### config.mk
export PLATFORM = sky130hd
export DESIGN_NAME = softstart_seq
export DESIGN_NICKNAME = d
export VERILOG_FILES = /design/src/rtl/softstart_pkg.sv /design/src/rtl/softstart_datapath.sv /design/src/rtl/softstart_ctrl.sv /design/src/rtl/softstart_seq.sv
export SDC_FILE = /design/constraint.sdc
export NUM_CORES = 1
export LEC_CHECK = 0
export ABC_CLOCK_PERIOD_IN_PS = 31900
export BUFFER_PORTS_ARGS = -buffer_cell sky130_fd_sc_hd__buf_2
export CAP_MARGIN = 10
export CORE_MARGIN = 1
export CORE_UTILIZATION = 60
export DETAILED_ROUTE_END_ITERATION = 6
export GPL_TIMING_DRIVEN = 0
export PLACE_DENSITY_LB_ADDON = 0.12
export SYNTH_ARGS = -nofsm -noshare
export SYNTH_HDL_FRONTEND = slang
export SYNTH_SLANG_ARGS = --single-unit
### constraint.sdc
create_clock -name clk -period 31.9 [get_ports clk]
set_input_delay 6.38 -clock clk [delete_from_list [all_inputs] [get_ports clk]]
set_output_delay 6.38 -clock clk [all_outputs]
set_load 0.1 [all_outputs]
### src/rtl/softstart_pkg.sv
package softstart_pkg;

  typedef enum logic [1:0] {
    PWM_TRI = 2'b00,
    PWM_LOW = 2'b01,
    PWM_RUN = 2'b10
  } pwm_mode_e;

  typedef enum logic [2:0] {
    ST_OFF, ST_WAIT, ST_CLAMP, ST_RAMP, ST_DONE, ST_OVP
  } seq_state_e;

  // control -> datapath strobes
  typedef struct packed {
    logic cntClr;
    logic cntInc;
    logic longWait;
    logic rampOn;
    logic refFull;
  } seq_ctl_t;

  // datapath -> control status
  typedef struct packed {
    logic waitEnd;
    logic clampEnd;
    logic rampEnd;
    logic ocTrip;
  } seq_stat_t;

endpackage

### src/rtl/softstart_datapath.sv
module softstart_datapath
  import softstart_pkg::*;
#(
  parameter int CODE_W      = 8,
  parameter int SENSE_W     = 8,
  parameter int CNT_W       = 12,
  parameter int WAIT_START  = 32,
  parameter int WAIT_HICCUP = 2048,
  parameter int CLAMP_CYC   = 150,
  parameter int RAMP_CYC    = 1866,
  parameter int FULL_SCALE  = 50
) (
  input  logic               clk,
  input  logic               rstN,
  input  seq_ctl_t           ctl,
  input  logic [SENSE_W-1:0] senseAvg,
  input  logic [CODE_W-1:0]  targetCode,
  output seq_stat_t          stat,
  output logic [CODE_W-1:0]  refCode
);

  localparam int PROD_W = CODE_W + CNT_W;
  localparam logic [CNT_W-1:0] SHORT_LEN = CNT_W'(WAIT_START);
  localparam logic [CNT_W-1:0] LONG_LEN  = CNT_W'(WAIT_HICCUP);
  localparam logic [CNT_W-1:0] CLAMP_LEN = CNT_W'(CLAMP_CYC);
  localparam logic [CNT_W-1:0] RAMP_LEN  = CNT_W'(RAMP_CYC);
  localparam logic [31:0]      TRIP_LIM  = 32'(FULL_SCALE * 33);

  logic [CNT_W-1:0]  phaseCnt;
  logic [CNT_W-1:0]  waitLen;
  logic [PROD_W-1:0] rampProd;
  logic [PROD_W-1:0] rampQuot;
  logic [31:0]       senseScaled;

  always_ff @(posedge clk or negedge rstN) begin
    if (!rstN)           phaseCnt <= '0;
    else if (ctl.cntClr) phaseCnt <= '0;
    else if (ctl.cntInc) phaseCnt <= phaseCnt + 1'b1;
  end

  always_comb begin
    waitLen       = ctl.longWait ? LONG_LEN : SHORT_LEN;
    stat.waitEnd  = (phaseCnt == waitLen - 1'b1);
    stat.clampEnd = (phaseCnt == CLAMP_LEN - 1'b1);
    stat.rampEnd  = (phaseCnt == RAMP_LEN - 1'b1);
    // trip above 165 % of full scale: x*20 > fs*33
    senseScaled   = 32'(senseAvg) * 32'd20;
    stat.ocTrip   = (senseScaled > TRIP_LIM);
  end

  always_comb begin
    rampProd = PROD_W'(targetCode) * PROD_W'(phaseCnt);
    rampQuot = rampProd / PROD_W'(RAMP_CYC);
    if (ctl.refFull)     refCode = targetCode;
    else if (ctl.rampOn) refCode = rampQuot[CODE_W-1:0];
    else                 refCode = '0;
  end


  ref_bound_chk: assert property (@(posedge clk) disable iff (!rstN)
    refCode <= targetCode);


  cnt_hold_chk: assert property (@(posedge clk) disable iff (!rstN)
    (!ctl.cntInc && !ctl.cntClr) |=> $stable(phaseCnt));

endmodule

### src/rtl/softstart_ctrl.sv
module softstart_ctrl
  import softstart_pkg::*;
(
  input  logic       clk,
  input  logic       rstN,
  input  logic       porOk,
  input  logic       shutdown,
  input  logic       cycStrobe,
  input  logic       ovLatch,
  input  logic       ovClampReq,
  input  seq_stat_t  stat,
  output seq_ctl_t   ctl,
  output logic [1:0] pwmMode,
  output logic       ssDone
);

  seq_state_e state, stateNxt;
  logic       hiccup, hiccupNxt;

  always_ff @(posedge clk or negedge rstN) begin
    if (!rstN) begin
      state  <= ST_OFF;
      hiccup <= 1'b0;
    end else begin
      state  <= stateNxt;
      hiccup <= hiccupNxt;
    end
  end

  always_comb begin
    stateNxt     = state;
    hiccupNxt    = hiccup;
    ctl.cntClr   = 1'b0;
    ctl.cntInc   = 1'b0;
    ctl.longWait = hiccup;
    ctl.rampOn   = (state == ST_RAMP);
    ctl.refFull  = (state == ST_DONE);
    if (!porOk || shutdown) begin
      stateNxt   = ST_OFF;
      hiccupNxt  = 1'b0;
      ctl.cntClr = 1'b1;
    end else if (ovLatch || state == ST_OVP) begin
      stateNxt   = ST_OVP;
      ctl.cntClr = 1'b1;
    end else begin
      unique case (state)
        ST_OFF: begin
          stateNxt   = ST_WAIT;
          ctl.cntClr = 1'b1;
        end
        ST_WAIT: begin
          if (cycStrobe) begin
            if (stat.waitEnd) begin
              stateNxt   = ST_CLAMP;
              ctl.cntClr = 1'b1;
            end else ctl.cntInc = 1'b1;
          end
        end
        ST_CLAMP, ST_RAMP, ST_DONE: begin
          if (stat.ocTrip) begin
            stateNxt   = ST_WAIT;
            hiccupNxt  = 1'b1;
            ctl.cntClr = 1'b1;
          end else if (cycStrobe && state == ST_CLAMP) begin
            if (stat.clampEnd) begin
              stateNxt   = ST_RAMP;
              ctl.cntClr = 1'b1;
            end else ctl.cntInc = 1'b1;
          end else if (cycStrobe && state == ST_RAMP) begin
            if (stat.rampEnd) begin
              stateNxt   = ST_DONE;
              ctl.cntClr = 1'b1;
            end else ctl.cntInc = 1'b1;
          end
        end
        default: stateNxt = ST_OFF;
      endcase
    end
  end

  always_comb begin
    unique case (state)
      ST_CLAMP:         pwmMode = PWM_LOW;
      ST_RAMP, ST_DONE: pwmMode = PWM_RUN;
      ST_OVP:           pwmMode = ovClampReq ? PWM_LOW : PWM_TRI;
      default:          pwmMode = PWM_TRI;
    endcase
    ssDone = (state == ST_DONE);
  end


  off_float_chk: assert property (@(posedge clk) disable iff (!rstN)
    (!porOk || shutdown) |=> (pwmMode == PWM_TRI && !ssDone));


  oc_restart_chk: assert property (@(posedge clk) disable iff (!rstN)
    (porOk && !shutdown && !ovLatch && stat.ocTrip &&
     (state == ST_CLAMP || state == ST_RAMP || state == ST_DONE))
    |=> (state == ST_WAIT && hiccup));


  ov_sticky_chk: assert property (@(posedge clk) disable iff (!rstN)
    (porOk && !shutdown && state == ST_OVP) |=> (state == ST_OVP));


  done_edge_chk: assert property (@(posedge clk) disable iff (!rstN)
    $rose(ssDone) |-> $past(cycStrobe));

endmodule

### src/rtl/softstart_seq.sv
module softstart_seq
  import softstart_pkg::*;
#(
  parameter int CODE_W      = 8,
  parameter int SENSE_W     = 8,
  parameter int WAIT_START  = 32,
  parameter int WAIT_HICCUP = 2048,
  parameter int CLAMP_CYC   = 150,
  parameter int DONE_CYC    = 2048,
  parameter int FULL_SCALE  = 50
) (
  input  logic               clk,
  input  logic               rstN,
  input  logic               porOk,
  input  logic               shutdown,
  input  logic               cycStrobe,
  input  logic [SENSE_W-1:0] senseAvg,
  input  logic               ovLatch,
  input  logic               ovClampReq,
  input  logic [CODE_W-1:0]  targetCode,
  output logic [1:0]         pwmMode,
  output logic [CODE_W-1:0]  refCode,
  output logic               ssDone
);

  localparam int RAMP_CYC = DONE_CYC - WAIT_START - CLAMP_CYC;
  localparam int MAX_A    = (WAIT_HICCUP > CLAMP_CYC) ? WAIT_HICCUP : CLAMP_CYC;
  localparam int MAX_LEN  = (MAX_A > RAMP_CYC) ? MAX_A : RAMP_CYC;
  localparam int CNT_W    = $clog2(MAX_LEN + 1);

  seq_ctl_t  ctl;
  seq_stat_t stat;

  softstart_ctrl u_ctrl (
    .clk        (clk),
    .rstN       (rstN),
    .porOk      (porOk),
    .shutdown   (shutdown),
    .cycStrobe  (cycStrobe),
    .ovLatch    (ovLatch),
    .ovClampReq (ovClampReq),
    .stat       (stat),
    .ctl        (ctl),
    .pwmMode    (pwmMode),
    .ssDone     (ssDone)
  );

  softstart_datapath #(
    .CODE_W      (CODE_W),
    .SENSE_W     (SENSE_W),
    .CNT_W       (CNT_W),
    .WAIT_START  (WAIT_START),
    .WAIT_HICCUP (WAIT_HICCUP),
    .CLAMP_CYC   (CLAMP_CYC),
    .RAMP_CYC    (RAMP_CYC),
    .FULL_SCALE  (FULL_SCALE)
  ) u_datapath (
    .clk        (clk),
    .rstN       (rstN),
    .ctl        (ctl),
    .senseAvg   (senseAvg),
    .targetCode (targetCode),
    .stat       (stat),
    .refCode    (refCode)
  );

endmodule

# [Word level (Yosys, flattened, before mapping)]
# Index checks and enable logic that the tools add are counted.
[word_totals] reg_bits=16 latch_bits=0 ramBits=0 mem_bits_ro=0 inputBits=23 out_inout_bits=11 elab_cells=74 mem_count=0
[op_classes] add_sub_neg=2 n_mul=2 div_mod_pow=1 magnitude_cmp=1 n_eq_ne=14 n_shift=0 n_mux=38 bitwise_logic=0 n_reduce_logical=13
[ops] op="$mux 12" n=3
[ops] op="$mux 3" n=9
[ops] op="$div 20x11->20 const B" n=1
[ops] op="$mul 8x12->20" n=1
[ops] op="$mux 1" n=17
[ops] op="$mux 8" n=2
[ops] op="$gt 13x11->1 const B" n=1
[ops] op="$add 12x1->12 const B" n=1
[ops] op="$eq 12x11->1 const B" n=1
[ops] op="$eq 12x12->1" n=1
[ops] op="$eq 12x8->1 const B" n=1
[ops] op="$sub 12x1->12 const B" n=1
[ops] op="$mul 8x3->11 const B" n=1
[ops] op="$pmux 3 s3" n=1
[ops] op="$ne 4x2->1 const B" n=2
[ops] op="$eq 3x2->1 const B" n=2
[ops] op="$eq 3x3->1 const B" n=2
[ops] op="$mux 2" n=3
[ops] op="$ne 6x2->1 const B" n=1
[ops] op="$ne 6x3->1 const B" n=1
[ops] op="$ne 6x4->1 const B" n=1
[ops] op="$pmux 2 s3" n=1
[ops] op="$reduce_bool 2->1" n=3
[ops] op="$reduce_and 5->1" n=1
[ops] op="other kinds (11)" n=13

# [Longest topological paths before layout]
# Gate-level depths: netlist of run 1.
[depth] ltp_word=10 depth_mapped=50 depth_no_buf=41

# [Cells and area by module]
# Synthesis of run 1 repeated with hierarchy kept, for this count alone.
[hier_totals] cells_unflattened=1167 hier_area_um2=9049.9
[modules_own_cells] module="softstart_datapath" instances=1 cells_each=1105 area_per_inst_um2=8594.5 seq_area_each_um2=300.3
[modules_own_cells] module="softstart_ctrl" instances=1 cells_each=62 area_per_inst_um2=455.4 seq_area_each_um2=100.1

# [Worst setup path after synthesis of run 1]
# OpenSTA, ideal clock, no wires.
[synth_timing] path_kind="input-to-output" startpoint="in targetCode[4]" endpoint="out refCode[0]" t_arrival_ns=19.097 required_ns=25.520 slack_ns=6.423 stages=43 n_path_buf=3 cell_sequence="clkbuf_1 nand2_1 fa_1 inv_1 fa_1 fa_1 inv_1 fa_1 inv_1 ha_1 and3_1 a221oi_4 mux2i_1 a22oi_2 o211ai_1 nor4b_1 nor2_1 or4_1 [... 7 more ...] mux2_2 a31oi_2 mux2_2 a21o_1 buf_6 o211ai_4 mux2i_4 or2_1 buf_2 nand3_1 or3_1 a31oi_2 o21ai_2 a211oi_2 a21oi_1 a31oi_1 a22oi_1 o31ai_1"
[synth_via] elab_chain_len=4
[synth_rtl] item="start, declared" line="softstart_seq.sv:20" source="input logic [CODE_W-1:0] targetCode,"
[synth_rtl] item="$mul 8x12->20" line="softstart_datapath.sv:52" source="rampProd = PROD_W'(targetCode) * PROD_W'(phaseCnt);"
[synth_rtl] item="$div 20x11->20" line="softstart_datapath.sv:53" source="rampQuot = rampProd / PROD_W'(RAMP_CYC);"
[synth_rtl] item="$mux 8" line="softstart_datapath.sv:55" source="else if (ctl.rampOn) refCode = rampQuot[CODE_W-1:0];"
[synth_rtl] item="$mux 8" line="softstart_datapath.sv:54" source="if (ctl.refFull) refCode = targetCode;"
[synth_rtl] item="end, declared" line="softstart_seq.sv:22" source="output logic [CODE_W-1:0] refCode,"
# No other way between the ends.

# [Worst setup path in the final report of run 1]
# Ends and elaborated chain as after synthesis.

==> impl_metrics.env, run 1 <==
export IMPL_status="complete, no violations"
export IMPL_hold_buffers=0
export IMPL_overflow=0
export IMPL_clock_fmax_mhz=38.8
export IMPL_grt_start_max_net_pins=17
export IMPL_mostFrequentLayoutCell="nand2_1"
export IMPL_wl_per_cell_um=16.4
export IMPL_cts_root_buffer="clkbuf_16"
export IMPL_dp_hpwl_um=18400
export IMPL_vias=9101
export IMPL_drt_total_wl_um=23100
export IMPL_nNetsFinal=1366
export IMPL_worstMarginPinSlew_ps=890
export IMPL_drive_gt1_share_pct=9.79
export IMPL_gr_usage_all_layers_pct=31.4
export IMPL_fin_crit_sh_pct=80.7
export IMPL_area_growth_pct=5.27
export IMPL_first_pass_iters=5
export IMPL_gp_congestion=0.974
export IMPL_register_area_sq_um=400
export IMPL_drc=0
export IMPL_antenna_left=0
export IMPL_max_cap_viol_count=0
export IMPL_cts_setup_buffers=0
export IMPL_cp_start_kind="input port"
export IMPL_syn_area_sq_um=8930
export IMPL_setup_ws_ps=6150
export IMPL_setup_viol=0
export IMPL_dp_cells=1407
export IMPL_maxSlewHeadroom_pct=40.7
export IMPL_final_cell_mix="104 x nand2_1, 100 x nor2_1, 83 x inv_1, 81 x and2_1, 70 x a21oi_1"
export IMPL_report_final_slew_viol_count=0
export IMPL_seq_area_frac_synth_pct=4.48
export IMPL_hold_violations=0
export IMPL_cpMaxStageDelayCell="fa_1"
export IMPL_ys_seq_elements=16
export IMPL_fin_cells=1410
export IMPL_dpl_worst_slack_ps=6300
export IMPL_clock_skew_ps=1.31
export IMPL_antenna_found_initial=0
export IMPL_synth_nets=1328
export IMPL_start_util_pct=61.4
export IMPL_clkTransAtPathRegs_ps=50
export IMPL_cts_num_sinks=16
export IMPL_arrival_ps=19370
export IMPL_syn_inst=1190
export IMPL_min_period_ps=25750
export IMPL_coreArea_sq_um=14500
export IMPL_cts_buffer_depth=2
export IMPL_initialDrtViolationCount=734
export IMPL_final_setup_tns_ps=0
export IMPL_clk_insertion_delay_late_ps=240
export IMPL_fillers=1365
export IMPL_synthArstFlopShare_pct=100
export IMPL_n_antenna_cell=0
export IMPL_io_buffers=33
export IMPL_num_io_pins=34
export IMPL_rsz0062_at_grt="no"
export IMPL_ys_warn_count=0
export IMPL_htree_num_levels=1
export IMPL_synth_distinct_cells=116
export IMPL_synth_edf_count=0
export IMPL_cts_buffers=3
export IMPL_rows=44
export IMPL_yosysTopAreaCell="fa_1"
export IMPL_power_leakage_nw=4.11
export IMPL_critPathKind="in2out"
export IMPL_grt_pass1_vias=8389
export IMPL_fp_dieH_um=124
export IMPL_max_stage_delay_ps=580
export IMPL_min_path_type="reg2reg"
export IMPL_synth_area_per_cell_sq_um=7.50
export IMPL_multi_input_area_sq_um=7990
export IMPL_ir_worst_vdd_uv=21.6
export IMPL_power_density_nw_per_um2=6.91
export IMPL_path_common_cell="fa_1"
export IMPL_grt_pass1_wl_um=39600
export IMPL_cts_repair_resized=0
export IMPL_chipWidth_um=124
export IMPL_yosys_most_used_dff="dfrtp_1"
export IMPL_power_total_uw=64.9
export IMPL_endpoint_kind="primary output"
export IMPL_viasPerCell=6.45
export IMPL_dieArea_sq_um=15400
export IMPL_yosys_top_cells_area="fa_1 14%, ha_1 7.6%, and2_1 5.7%"
export IMPL_cts_tree="yes"
export IMPL_crit_required_ps=25520
export IMPL_synth_top_area_share_pct=13.7
export IMPL_worstPathMaxFanout=10
[final timing paths]
| kind | start | endpoint | slack [ps] | cells after the start |
|---|---|---|---|---|
| max | targetCode[4] | refCode[0] | 6150 | 43 |
| min | u_ctrl.hiccup | u_ctrl.hiccup | 540 | 2 |
| max reg2reg | u_datapath.phaseCnt[1] | u_datapath.phaseCnt[11] | 28570 | 14 |
| min reg2reg | u_ctrl.hiccup | u_ctrl.hiccup | 540 | 2 |
| max in group asynchronous | rstN | u_datapath.phaseCnt[5] | 25590 | 1 |
| min in group asynchronous | rstN | u_datapath.phaseCnt[11] | 6040 | 1 |
[metrics by stage]
| stage | cell area [sq um] | utilization [%] | hold WS (ps) |
|---|---|---|---|
| 2_1_floorplan | 8930 | - | 482 |
| 3_3_place_gp | 9330 | 64.2 | 516 |
| 3_5_place_dp | 9330 | 64.2 | 531 |
| 4_1_cts | 9400 | 64.7 | 541 |
| 5_1_grt | 9400 | 64.7 | 574 |
| 6_report | 9400 | 64.7 | 544 |
[critical path: cells and delay by family]
kind                       cells  cell delay, ps
adders and majority gates      5            2470
xor gates and xnor gates       1             490
AOI/OAI and AO/OA             18            5290
buffers and inverters          8            1500
and+or+nand+nor                8            2100
muxes                          3            1130
[cell type report]
class / instances / area share [%]
plain buffers: 50 / 2.48
well taps: 184 / 2.45
flip-flops and latches: 16 / 4.26
repair buffers: 33 / 1.76
multi-input cells: 1041 / 84.9
clock buffers: 3 / 0.799
inverters: 83 / 3.31
[kinds of logic (layout without fill, tap and decap cells)]
group | after synthesis | count (layout) | synth area share (%)
multiplexers | 21 | 21 | 2.82
AO/OA/AOI/OAI | 358 | 358 | 30.3
XOR/XNOR | 66 | 66 | 6.73
adder cells (fa/ha/maj) | 121 | 121 | 21.9
AND/OR/NAND/NOR | 475 | 475 | 27.7
buffers and inverters | 133 | 169 | 6.09
flip-flops | 16 | 16 | 4.48
[registers in the layout, summed over array words and instances, names as in the netlist]
| register | flops |
|---|---|
| u_datapath.phaseCnt | 12 |
| u_ctrl.state | 3 |
| u_ctrl.hiccup | 1 |
[per-layer routing]
| layer | routed length (um) | track usage [%] | part of all wire, % | vias up |
|---|---|---|---|---|
| met1 | 10500 | 43.5 | 45 | 4326 |
| li1 | - | - | - | 4450 |
| met5 | 0 | 0 | 0 | - |
| met4 | 441 | 7.37 | 1.9 | 0 |
| met3 | 1090 | 1.97 | 4.7 | 41 |
| met2 | 11100 | 53.3 | 48 | 284 |
[synthesized netlist by cell type, drive strengths merged (9+ instances only)]
| master | instances |
|---|---|
| nand2 | 106 |
| nor2 | 102 |
| inv | 83 |
| and2 | 82 |
| o21ai | 73 |
| a21oi | 72 |
| fa | 61 |
| ha | 54 |
| nor3 | 41 |
| xnor2 | 41 |
| clkbuf | 34 |
| nand3 | 34 |
| a31oi | 26 |
| xor2 | 25 |
| nand4 | 23 |
| a21o | 21 |
| o211ai | 18 |
| buf | 16 |
| dfrtp | 16 |
| and3 | 15 |
| mux2i | 14 |
| a22oi | 12 |
| o22ai | 12 |
| or2 | 11 |
| a211oi | 10 |
| nand2b | 10 |
| and4 | 9 |
[where the power goes]
part / switching [mW] / leakage, nW / internal (mW) / total, mW
Clock: 0.00769 / 0.0370 / 0.0165 / 0.0241
Sequential: 0.000221 / 0.222 / 0.0205 / 0.0208
Combinational: 0.0139 / 3.85 / 0.00610 / 0.0200
No activity file was read; power rests on OpenSTA's default activity.
==> run 2: changes to the inputs <==
- ABC_AREA: default -> 1
- ABC_CLOCK_PERIOD_IN_PS: 31900 -> 25800
- clock period: 31.9 -> 25.8 ns (I/O delays scaled with it)
==> impl_metrics.env, run 2 <==
export IMPL_status="complete, no violations"
export IMPL_endpoint_kind="primary output"
export IMPL_power_leakage_nw=5.64
export IMPL_synth_nets=1458
export IMPL_fin_crit_sh_pct=83.6
export IMPL_viasPerCell=5.18
export IMPL_intPower_uw=56.2
export IMPL_cts_tree="yes"
export IMPL_ys_seq_elements=16
export IMPL_syn_area_sq_um=8320
export IMPL_grt_pass1_vias=7543
export IMPL_synth_top_area_share_pct=17.2
export IMPL_clock_skew_ps=1.38
export IMPL_rows=42
export IMPL_hold_buffers=0
export IMPL_power_frac_clock_pct=41.4
export IMPL_worstPathMaxFanout=10
export IMPL_multi_input_area_sq_um=6730
export IMPL_largest_registers="u_datapath.phaseCnt: 12 flops, u_ctrl.state: 3 flops, u_ctrl.hiccup: 1 flops"
export IMPL_clock_fmax_mhz=46.4
export IMPL_area_growth_pct=5.70
export IMPL_register_area_sq_um=400
export IMPL_start_util_pct=62.1
export IMPL_p_seq_share_pct=30.3
export IMPL_cpMaxStageDelayCell="fa_1"
export IMPL_cts_repair_resized=0
export IMPL_top_register="u_datapath.phaseCnt"
export IMPL_synth_area_per_cell_sq_um=6.30
export IMPL_wl_per_cell_um=11.7
export IMPL_combPwrFrac_pct=28.3
export IMPL_synthArstFlopShare_pct=100
export IMPL_overflow=0
export IMPL_cts_buffer_depth=2
export IMPL_drive_gt1_share_pct=17.8
export IMPL_ys_warn_count=0
export IMPL_largest_register_ffs=12
export IMPL_io_buffers=33
export IMPL_nNetsFinal=1496
export IMPL_fillers=1301
export IMPL_fp_dieH_um=120
export IMPL_grt_pass1_wl_um=32600
export IMPL_worstMarginPinSlew_ps=763
export IMPL_chipWidth_um=120
export IMPL_ir_worst_vdd_uv=18.8
export IMPL_initialDrtViolationCount=408
export IMPL_setup_viol=0
export IMPL_max_cap_viol_count=0
export IMPL_synth_most_common_cell="nand2_1"
export IMPL_dieArea_sq_um=14300
export IMPL_clkTransAtPathRegs_ps=50
export IMPL_critPathKind="in2out"
export IMPL_cts_num_sinks=16
export IMPL_gr_usage_all_layers_pct=26.9
export IMPL_drt_total_wl_um=17900
export IMPL_num_io_pins=34
export IMPL_seq_area_frac_synth_pct=4.81
export IMPL_place_area_sq_um=8710
export IMPL_syn_inst=1320
export IMPL_antenna_found_initial=0
export IMPL_antenna_left=0
export IMPL_mostFrequentLayoutCell="nand2_1"
export IMPL_p_sw_uw=28.2
export IMPL_synth_distinct_cells=62
export IMPL_min_period_ps=21570
export IMPL_htree_num_levels=1
export IMPL_power_density_nw_per_um2=9.60
export IMPL_arrival_ps=16410
export IMPL_final_area_sq_um=8790
export IMPL_yosys_top_cells_area="nand2_1 17%, fa_1 15%, inv_1 11%"
export IMPL_cts_setup_buffers=0
export IMPL_n_antenna_cell=0
export IMPL_vias=7946
export IMPL_dp_hpwl_um=15300
export IMPL_crit_required_ps=20640
export IMPL_grt_start_max_net_pins=17
export IMPL_yosysTopAreaCell="nand2_1"
export IMPL_min_path_type="reg2reg"
export IMPL_path_common_cell="nand2_1"
export IMPL_max_stage_delay_ps=560
export IMPL_coreArea_sq_um=13400
export IMPL_synthTopCellsByCount="381 x nand2_1, 249 x inv_1, 102 x nand3_1"
export IMPL_swShare_pct=33.4
export IMPL_rsz0062_at_grt="no"
export IMPL_yosys_most_used_dff="dfrtp_1"
export IMPL_cts_buffers=3
export IMPL_first_pass_iters=5
export IMPL_report_final_slew_viol_count=0
export IMPL_final_setup_tns_ps=0
export IMPL_drc=0
export IMPL_hold_violations=0
export IMPL_cts_root_buffer="clkbuf_16"
export IMPL_final_cell_mix="381 x nand2_1, 249 x inv_1, 102 x nand3_1, 77 x nand2_2"
export IMPL_synth_edf_count=0
export IMPL_maxSlewHeadroom_pct=48.7
export IMPL_clk_insertion_delay_late_ps=250
export IMPL_cp_start_kind="input port"
export IMPL_gp_congestion=0.911
run 2: changes by cell type in the layout (fill, tap and decap cells not counted), moves of 27 or more:
cell     previous run  this run
nand2_2             2        77
inv_2               0        32
nand3_1            34       102
o21ai_0            56        28
inv_1              83       249
nand2_1           104       381
nor2_1            100        61
nand2_4             0        27
xnor2_1            40         9
and2_1             81         1
a21oi_1            70        19
run 2: critical path: cells and delay by family:
kind,cells,cell delay [ps]
compound gates,2,610
xor+xnor,1,290
fa+ha+maj,5,2420
buf+inv,12,1860
simple gates,58,6070
run 2: cells by family after synthesis:
logic type               Yosys count  share of synthesized area, %
adder cells (fa/ha/maj)          115                          22.8
XOR/XNOR                          42                          4.83
AND/OR/NAND/NOR                  746                          46.1
buffers and inverters            309                          14.3
flip-flops                        16                          4.81
AO/OA/AOI/OAI                     92                          7.16
run 2: cell type report:
cell class,instances,share of cell area [%]
Multi-Input combinational cell,995,76.5
Inverter,286,12.4
Sequential cell,16,4.55
Tap cell,176,2.50
Timing Repair Buffer,33,1.88
Buffer,23,1.11
Clock buffer,4,1.01
run 2: routing by layer:
layer	up-vias	part of all wire, %	GRT usage (%)
met5	-	0	0
met4	0	1.1	4.61
met3	19	3.0	1.57
met2	150	49	49.5
met1	3622	46	34.8
li1	4155	-	-
run 2: per-stage QoR:
| stage | setup slack [ps] | util [%] | instances | hold WS (ps) | total power [mW] |
|---|---|---|---|---|---|
| 4_1_cts | 4250 | 65.6 | 1533 | 549 | 0.0844 |
| 3_3_place_gp | 4380 | 65.0 | 1529 | 533 | 0.0495 |
| 6_report | 4230 | 65.6 | 1533 | 543 | 0.0844 |
| 3_5_place_dp | 4270 | 65.0 | 1529 | 516 | 0.0498 |
| 5_1_grt | 3070 | 65.6 | 1533 | 602 | 0.0884 |
| 2_1_floorplan | 5680 | - | 1320 | 485 | 0.0427 |
run 2: worst paths after layout:
check / cells past startpoint / to / from / slack (ps)
min: 2 / u_ctrl.hiccup / u_ctrl.hiccup / 540
max: 78 / refCode[0] / targetCode[5] / 4230
max reg2reg: 12 / u_datapath.phaseCnt[10] / u_datapath.phaseCnt[8] / 22920
min in group asynchronous: 1 / u_datapath.phaseCnt[8] / rstN / 4830
max in group asynchronous: 1 / u_ctrl.state[2] / rstN / 20690
min reg2reg: 2 / u_ctrl.hiccup / u_ctrl.hiccup / 540
run 2: power by group through the flow:
stage | Clock, mW | Combinational, mW | Sequential, mW
floorplan | 0 | 0.0167 | 0.0260
global placement | 0 | 0.0235 | 0.0260
detailed placement | 0 | 0.0238 | 0.0260
CTS | 0.0349 | 0.0239 | 0.0256
global route | 0.0362 | 0.0266 | 0.0256
finish | 0.0349 | 0.0239 | 0.0256
